File: config.mk
export PLATFORM = sky130hd
export DESIGN_NAME = bank_ctrl
export DESIGN_NICKNAME = d
export VERILOG_FILES = /design/src/rtl/bank_ctrl.sv
export SDC_FILE = /design/constraint.sdc
export NUM_CORES = 1
export LEC_CHECK = 0
export CAP_MARGIN = 25
export CORE_AREA = 4 4 46 48
export CTS_CLUSTER_DIAMETER = 100
export DETAILED_ROUTE_END_ITERATION = 10
export DIE_AREA = 0 0 50 52
export DONT_BUFFER_PORTS = 1
export GPL_TIMING_DRIVEN = 0
export PLACE_DENSITY_LB_ADDON = 0.08
export SYNTH_ARGS = -nofsm -noshare
export SYNTH_HDL_FRONTEND = slang
export SYNTH_SLANG_ARGS = --single-unit
File: constraint.sdc
create_clock -name clk -period 2 [get_ports clk]
set_input_delay 0.4 -clock clk [delete_from_list [all_inputs] [get_ports clk]]
set_output_delay 0.4 -clock clk [all_outputs]
set_load 0.02 [all_outputs]
File: src/rtl/bank_ctrl.sv
module bank_ctrl #(
  parameter int BANK_W = 5,
  parameter int SEL_W = 2,
  localparam int ROM_AW = 14 + BANK_W + SEL_W,
  localparam int RAM_AW = 13 + SEL_W
) (
  input  logic              clk,
  input  logic              rst_n,
  input  logic [15:0]       cpu_addr,
  input  logic [7:0]        cpu_wdata,
  input  logic              cpu_wr,
  input  logic [ROM_AW-1:0] cfg_rom_mask,
  input  logic [RAM_AW-1:0] cfg_ram_mask,
  input  logic              cfg_ram_present,
  input  logic [7:0]        rom_rdata,
  input  logic [7:0]        ram_rdata,
  output logic [ROM_AW-1:0] rom_addr,
  output logic [RAM_AW-1:0] ram_addr,
  output logic              ram_we,
  output logic              ram_cs,
  output logic [7:0]        cpu_rdata
);

  logic              ram_on_q;
  logic [BANK_W-1:0] bank_q;
  logic [SEL_W-1:0]  sel_q;
  logic              mode_q;

  wire ctl_wr  = cpu_wr && !cpu_addr[15];
  wire rom_win = !cpu_addr[15];
  wire fix_win = cpu_addr[15:14] == 2'b00;
  wire ram_win = cpu_addr[15:13] == 3'b101;

  wire [BANK_W-1:0] bank_in = cpu_wdata[BANK_W-1:0];

  always_ff @(posedge clk or negedge rst_n) begin
    if (!rst_n) begin
      ram_on_q <= 1'b0;
      bank_q   <= BANK_W'(1);
      sel_q    <= '0;
      mode_q   <= 1'b0;
    end else if (ctl_wr) begin
      case (cpu_addr[14:13])
        2'b00: ram_on_q <= (cpu_wdata & 8'h0A) == 8'h0A;
        2'b01: bank_q   <= (bank_in == '0) ? BANK_W'(1) : bank_in;
        2'b10: sel_q    <= cpu_wdata[SEL_W-1:0];
        default: mode_q <= cpu_wdata[0];
      endcase
    end
  end

  wire [SEL_W-1:0]  rom_hi  = mode_q ? '0 : sel_q;
  wire [SEL_W-1:0]  ram_hi  = mode_q ? sel_q : '0;
  wire [ROM_AW-1:0] rom_raw = fix_win ? {{(BANK_W+SEL_W){1'b0}}, cpu_addr[13:0]}
                                      : {rom_hi, bank_q, cpu_addr[13:0]};

  assign rom_addr  = rom_raw & cfg_rom_mask;
  assign ram_addr  = {ram_hi, cpu_addr[12:0]} & cfg_ram_mask;
  assign ram_cs    = ram_win && ram_on_q && cfg_ram_present;
  assign ram_we    = ram_cs && cpu_wr;
  assign cpu_rdata = rom_win ? rom_rdata : (ram_cs ? ram_rdata : 8'hFF);


  p_enable_rule_r2: assert property (@(posedge clk) disable iff (!rst_n)
    (cpu_wr && cpu_addr[15:13] == 3'b000) |=>
      ram_on_q == (($past(cpu_wdata) & 8'h0A) == 8'h0A));


  p_bank_nonzero_r3: assert property (@(posedge clk) disable iff (!rst_n)
    (cpu_wr && cpu_addr[15:13] == 3'b001 && $past(rst_n)) |=> bank_q != '0);


  p_mode_bit_r4: assert property (@(posedge clk) disable iff (!rst_n)
    (cpu_wr && cpu_addr[15:13] == 3'b011) |=> mode_q == $past(cpu_wdata[0]));


  p_hold_r1: assert property (@(posedge clk) disable iff (!rst_n)
    !(cpu_wr && !cpu_addr[15]) |=> $stable({ram_on_q, bank_q, sel_q, mode_q}));


  p_we_gate_r8: assert property (@(posedge clk) disable iff (!rst_n)
    ram_we |-> (cpu_wr && cfg_ram_present && ram_on_q && cpu_addr[15:13] == 3'b101));


  p_fixed_bank_r9: assert property (@(posedge clk) disable iff (!rst_n)
    fix_win |-> rom_addr[ROM_AW-1:14] == '0);


  p_closed_read_r11: assert property (@(posedge clk) disable iff (!rst_n)
    (ram_win && !ram_on_q) |-> cpu_rdata == 8'hFF);

endmodule

==> reports/qor.json, run 1 <==
{
  "cts_inserted_buffers": 3,
  "core_um2": 1710,
  "ioPinCount": 126,
  "design.die.area_um2": 2600,
  "main_area_contributors_after_synthesis": "dfrtp_1, and2_1, o22a_1, mux2_4, and3_1",
  "overall_global_routing_resource_usage_pct": 14.0,
  "placed_cells_incl_taps": 105,
  "period_minus_slack_ns": 1.64,
  "synth_flop_cell": "dfrtp_1",
  "peak_per_stage_delay_on_the_critical_path_ns": 0.39,
  "clock_power_share_pct": 24.5,
  "seq_power_share_pct": 41.7,
  "detail_routed_net_length_per_standard_cell_um": 19.1,
  "worstHoldPathType": "in2reg",
  "rsz0062_at_grt": "no",
  "hold_ws_ns": 0.279,
  "clkLatencyLatePin_ns": 0.26,
  "power_per_cell_area_nw_per_um2": 723,
  "crit_path_top_delay_cell": "nor2_1",
  "number_of_iterations_in_the_first_detailed_routing_pass": 4,
  "cp_data_arrival_time_ns": 1.24,
  "fin_total_pwr_mw": 0.589,
  "max_cap_violations": 0,
  "asyncSetResetFlopFracSynth_pct": 100,
  "post-cts-setup-buffer-count": 0,
  "critical_path.n_buffers_inverters": 0,
  "design_area_um2": 815,
  "critical_path_required_ns": 1.60,
  "fin_tns_setup_ns": 0,
  "status": "completed",
  "routed-wl-met2_mm": 1.12,
  "power_switching_share_pct": 36.1,
  "synth_top_cell_by_area": "dfrtp_1",
  "synth.yosys.warnings": 0,
  "cts.reportedPaths.clkPinSlew_ns": 0.07,
  "drcViolationCount": 0,
  "fp.dieH_um": 52,
  "grt_first_pass_wirelength_mm": 2.79,
  "grt_pass1_vias": 620,
  "place_ws_ns": 0.383,
  "chipWidth_um": 50,
  "worstHoldStart": "cpu_wdata[1]",
  "netlist.area_leader.share_pct": 26.8,
  "postRouteWirelength_mm": 2.10,
  "synth-edff-count": 0,
  "slew_violations": 0,
  "drtIter0Drc": 3,
  "synth.distinct_cells": 21,
  "timing.critical_path.to_type": "primary output",
  "synthesis.instances": 80,
  "htree_num_levels": 1,
  "syn_to_final_growth_pct": 9.23,
  "post_route_cells_drive_above_1_share_pct": 20.0,
  "achievable-frequency_mhz": 610,
  "synth_seq_cells": 9,
  "synth.yosys.seq_area_share_pct": 30.4,
  "ordered_list_of_cells_on_the_worst_path": "nand4_2 -> nor2_1",
  "cellInternalPower_mw": 0.376,
  "finalWeightedCongestion": 0.722,
  "timing_hold_violations_final": 0,
  "rows": 15,
  "number_of_nets_at_the_end_of_the_flow": 166,
  "avgSynthCellArea_um2": 9.32,
  "start_kind": "flip-flop",
  "num_antenna_cells": 0,
  "power.combinational.fraction_pct": 33.8,
  "final-instance-count-excl-fill": 110,
  "max_slew_margin_pct": 73.8,
  "post-route-worst-setup-slack_ns": 0.360,
  "critical-path-top-delay-family": "simple AND/OR/NAND/NOR gates",
  "portBuffers": 0,
  "cts_tree": "yes",
  "irDropWorstVdd_mv": 0.438,
  "worst_r2r_startpoint": "mode_q$_DFFE_PN0P_",
  "highest_layer": "met4",
  "worst_setup_path_startpoint": "ram_on_q$_DFFE_PN0P_",
  "met3_wl_um": 240,
  "placed_area_um2": 777,
  "synthesis.nets": 160,
  "final_setup_fails": 0,
  "yosys.cell_count.top_type": "and2_1",
  "timing.critical_path.fanout_max": 10,
  "clock_path_buffers": 2,
  "layout.core_utilization_pct": 47.7,
  "post-route-period-util_pct": 82.0,
  "power.static_leakage_nw": 0.366,
  "grt_start_max_net_pins": 11,
  "antenna_found_initial": 0,
  "detail_route.wirelength.met1_um": 728,
  "routed_via_density": 5.98,
  "route.vias.total": 658,
  "worst_clock_skew_ns": 0,
  "grt_overflow_total": 0,
  "hpwl_mm": 1.85,
  "effective_utilization_at_floorplan_pct": 43.7,
  "ctsRootBufferMaster": "clkbuf_4",
  "worst-setup-path-type": "reg2out",
  "switchingPower_mw": 0.212,
  "synth.cell_area_um2": 746,
  "antenna_violating_nets_post_route": 0,
  "yosys-top-cells-count": "and2_1, and3_1, dfrtp_1, o22a_1, mux2_4",
  "worst_slew_pin_slew_ns": 0.392,
  "clock_sinks": 9
}
## area by class of cell
| cell class | instances | area [µm²] |
|---|---|---|
| clock buffers | 3 | 22.5 |
| repair buffers | 1 | 10.0 |
| clock inverters | 1 | 5.00 |
| well taps | 25 | 31.3 |
| fillers | 152 | 893 |
| multi-input cells | 66 | 498 |
| plain buffers | 2 | 10.0 |
| inverters | 3 | 11.3 |
| flip-flops and latches | 9 | 226 |
## power groups by stage
stage	sequential, mW	clock (mW)	combinational (mW)
after floorplan	0.243	0	0.183
after global placement	0.249	0	0.195
after detailed placement	0.251	0	0.196
after CTS	0.247	0.148	0.202
after global routing	0.254	0.154	0.214
final	0.246	0.144	0.199
## layer usage
metal	vias to the layer above	GRT usage, %
li1	291	-
met1	301	15.6
met2	64	25.2
met3	2	2.87
met4	0	6.91
met5	-	0
## kinds of logic after synthesis
kind of cell	share of synthesized area, %
mux	12.6
flops	30.4
compound gates	10.7
simple gates	43.5
buf+inv	2.85
## cell usage in the layout, fill, tap and decap left out, drive strengths merged
cell	count
buf	2
a21oi	1
clkinv	1
inv	3
o21ai	1
nor4b	2
and4bb	1
mux2	7
nand4b	1
nor2b	2
o22a	8
and3	9
nand4	1
nor2	3
nor4	1
nand3	1
dfrtp	8
dlygate4sd3	1
clkbuf	3
dfstp	1
or2	1
and2	27
## timing repair
action	CTS	global route
gates resized for setup	0	0
hold buffers	1	0
hold endpoints to repair	9	0
## flip-flops by register name, summed over array words and instances (netlist names)
register,cells
mode_q,1
ram_on_q,1
bank_q,5
sel_q,2
## path summary, 6_finish.rpt
check                                             end  slack (ns)  cells after the start
worst max-delay path                           ram_we        0.36                      2
min in group asynchronous       bank_q[4]$_DFFE_PN0P_        0.49                      1
worst min-delay path            bank_q[1]$_DFFE_PN0P_        0.28                      1
worst min register to register  bank_q[4]$_DFFE_PN0P_        0.50                      1
worst max register to register     mode_q$_DFFE_PN0P_        1.22                      1
max in group asynchronous       bank_q[0]$_DFFE_PN1P_        1.19                      1
Power figures use the tool's default switching activity.
==> inputs of run 2 (changes only) <==
- clock period: 2 -> 1.5 ns (I/O delays scaled with it)
==> run 2 against run 1 <==
Against the previous run:
- combinational power up 36%
- first-iteration DRC count unchanged
- die area unchanged
- sequential cell count unchanged
- clock power is 34% higher
==> reports/qor.json, run 2 (synthesis gave the netlist of run 1 again) <==
{
  "critical-path-top-delay-family": "flip-flops",
  "status": "completed",
  "clkLatencyLatePin_ns": 0.26,
  "num_antenna_cells": 0,
  "grt.met3_usage_pct": 2.87,
  "worstHoldStart": "cpu_wdata[1]",
  "number_of_iterations_in_the_first_detailed_routing_pass": 3,
  "grt_start_max_net_pins": 11,
  "cts_inserted_buffers": 3,
  "grt_pass1_vias": 625,
  "number_of_nets_at_the_end_of_the_flow": 166,
  "power.static_leakage_nw": 0.365,
  "syn_to_final_growth_pct": 12.1,
  "antenna_found_initial": 0,
  "chipWidth_um": 50,
  "peak_per_stage_delay_on_the_critical_path_ns": 0.38,
  "nFillCells": 146,
  "fp.dieH_um": 52,
  "portBuffers": 0,
  "post-route-period-util_pct": 95.0,
  "worst_r2r_startpoint": "mode_q$_DFFE_PN0P_",
  "worst_slew_pin_slew_ns": 0.394,
  "met2_usage_pct": 25.4,
  "core_um2": 1710,
  "cts.reportedPaths.clkPinSlew_ns": 0.07,
  "design.die.area_um2": 2600,
  "antenna_violating_nets_post_route": 0,
  "worstHoldPathType": "in2reg",
  "worst_clock_skew_ns": 0,
  "postRouteWirelength_mm": 2.10,
  "most-common-layout-cells": "and2_1, and3_1, o22a_2, dfrtp_1, mux2_4",
  "clock_sinks": 9,
  "clock_path_buffers": 2,
  "max_cap_violations": 0,
  "effective_utilization_at_floorplan_pct": 43.7,
  "routed_via_density": 5.98,
  "htree_num_levels": 1,
  "max_slew_margin_pct": 73.6,
  "post_route_cells_drive_above_1_share_pct": 30.6,
  "timing.critical_path.to_type": "primary output",
  "grt_first_pass_wirelength_mm": 2.80,
  "post-cts-setup-buffer-count": 0,
  "period_minus_slack_ns": 1.42,
  "ordered_list_of_cells_on_the_worst_path": "nand4_4 -> o22a_2",
  "final_setup_fails": 0,
  "overall_global_routing_resource_usage_pct": 14.1,
  "placed_cells_incl_taps": 105,
  "drtIter0Drc": 3,
  "global_route.usage.met1_pct": 15.6,
  "grt_busiest_layer": "met2",
  "fin_total_pwr_mw": 0.793,
  "grt_overflow_total": 0,
  "rsz0062_at_grt": "yes",
  "fin_tns_setup_ns": 0,
  "drcViolationCount": 0,
  "slew_violations": 0,
  "design_area_um2": 836,
  "irDropWorstVdd_mv": 0.587,
  "final_common_cell": "and2_1",
  "timing.critical_path.fanout_max": 10,
  "timing_hold_violations_final": 0,
  "achievable-frequency_mhz": 702,
  "critical_path.n_buffers_inverters": 0,
  "start_kind": "flip-flop",
  "seqCellArea_um2": 226,
  "critical_path_required_ns": 1.20,
  "crit_path_top_delay_cell": "dfrtp_1",
  "ioPinCount": 126,
  "worst-setup-path-type": "reg2out",
  "final-instance-count-excl-fill": 110,
  "layout_top_registers": "bank_q x5, sel_q x2",
  "rows": 15,
  "detail_routed_net_length_per_standard_cell_um": 19.1,
  "ctsRootBufferMaster": "clkbuf_4",
  "multiInputGateArea_um2": 519,
  "cts_tree": "yes",
  "power_per_cell_area_nw_per_um2": 949,
  "finalWeightedCongestion": 0.722,
  "cp_data_arrival_time_ns": 1.12,
  "max_flop_register": "bank_q",
  "route.vias.total": 658,
  "worst_setup_path_startpoint": "ram_on_q$_DFFE_PN0P_",
  "number_of_flip_flops_under_the_largest_register_name": 5,
  "hpwl_mm": 1.85,
  "placed_area_um2": 777
}
[run 2: cell counts in the layout (fill, tap and decap cells not counted)]
Identical to the previous run, type by type.
[run 2: where the power goes]
group	internal, mW	switching [mW]
clock network	0.0984	0.0945
registers	0.299	0.0309
logic	0.108	0.163
total	0.505	0.288
[run 2: cell type report]
type,count,share of cell area (%)
multi-input combinational,66,62.1
sequential,9,27.1
tap,25,3.74
clock buffer,3,2.69
inverter,3,1.35
timing repair buffer,1,1.20
buffer,2,1.20
clock inverter,1,0.599
[run 2: worst paths after layout]
kind / end / slack [ns] / cells after the start
hold / removal: bank_q[1]$_DFFE_PN0P_ / 0.18 / 1
setup / recovery: cpu_rdata[7] / 0.08 / 2
min in group asynchronous: bank_q[4]$_DFFE_PN0P_ / 0.39 / 1
setup reg to reg: mode_q$_DFFE_PN0P_ / 0.72 / 1
max in group asynchronous: bank_q[0]$_DFFE_PN1P_ / 0.79 / 1
hold reg to reg: bank_q[4]$_DFFE_PN0P_ / 0.51 / 1
[run 2: layer usage]
layer / wire length (µm) / part of all wire [%] / up-vias
met2: 1120 / 53 / 64
met1: 727 / 35 / 299
li1: - / - / 293
met5: 0 / 0 / -
met3: 239 / 11 / 2
met4: 13 / 0.62 / 0
[run 2: what timing repair did]
action | CTS | global route
gates resized for setup | 3 | 7
hold buffers | 1 | 0
endpoints found under the hold margin | 9 | 0
setup endpoints to repair | 7 | 8
[run 2: stage by stage]
| step | hold slack [ns] | worst slack [ns] | utilization (%) |
|---|---|---|---|
| after floorplan | 0.00441 | 0.200 | - |
| after global placement | 0.00461 | 0.101 | 45.5 |
| after detailed placement | 0.00460 | 0.0833 | 45.5 |
| after CTS | 0.175 | 0.0533 | 48.4 |
| after global routing | 0.175 | -0.00613 | 48.9 |
| final | 0.178 | 0.0755 | 48.9 |
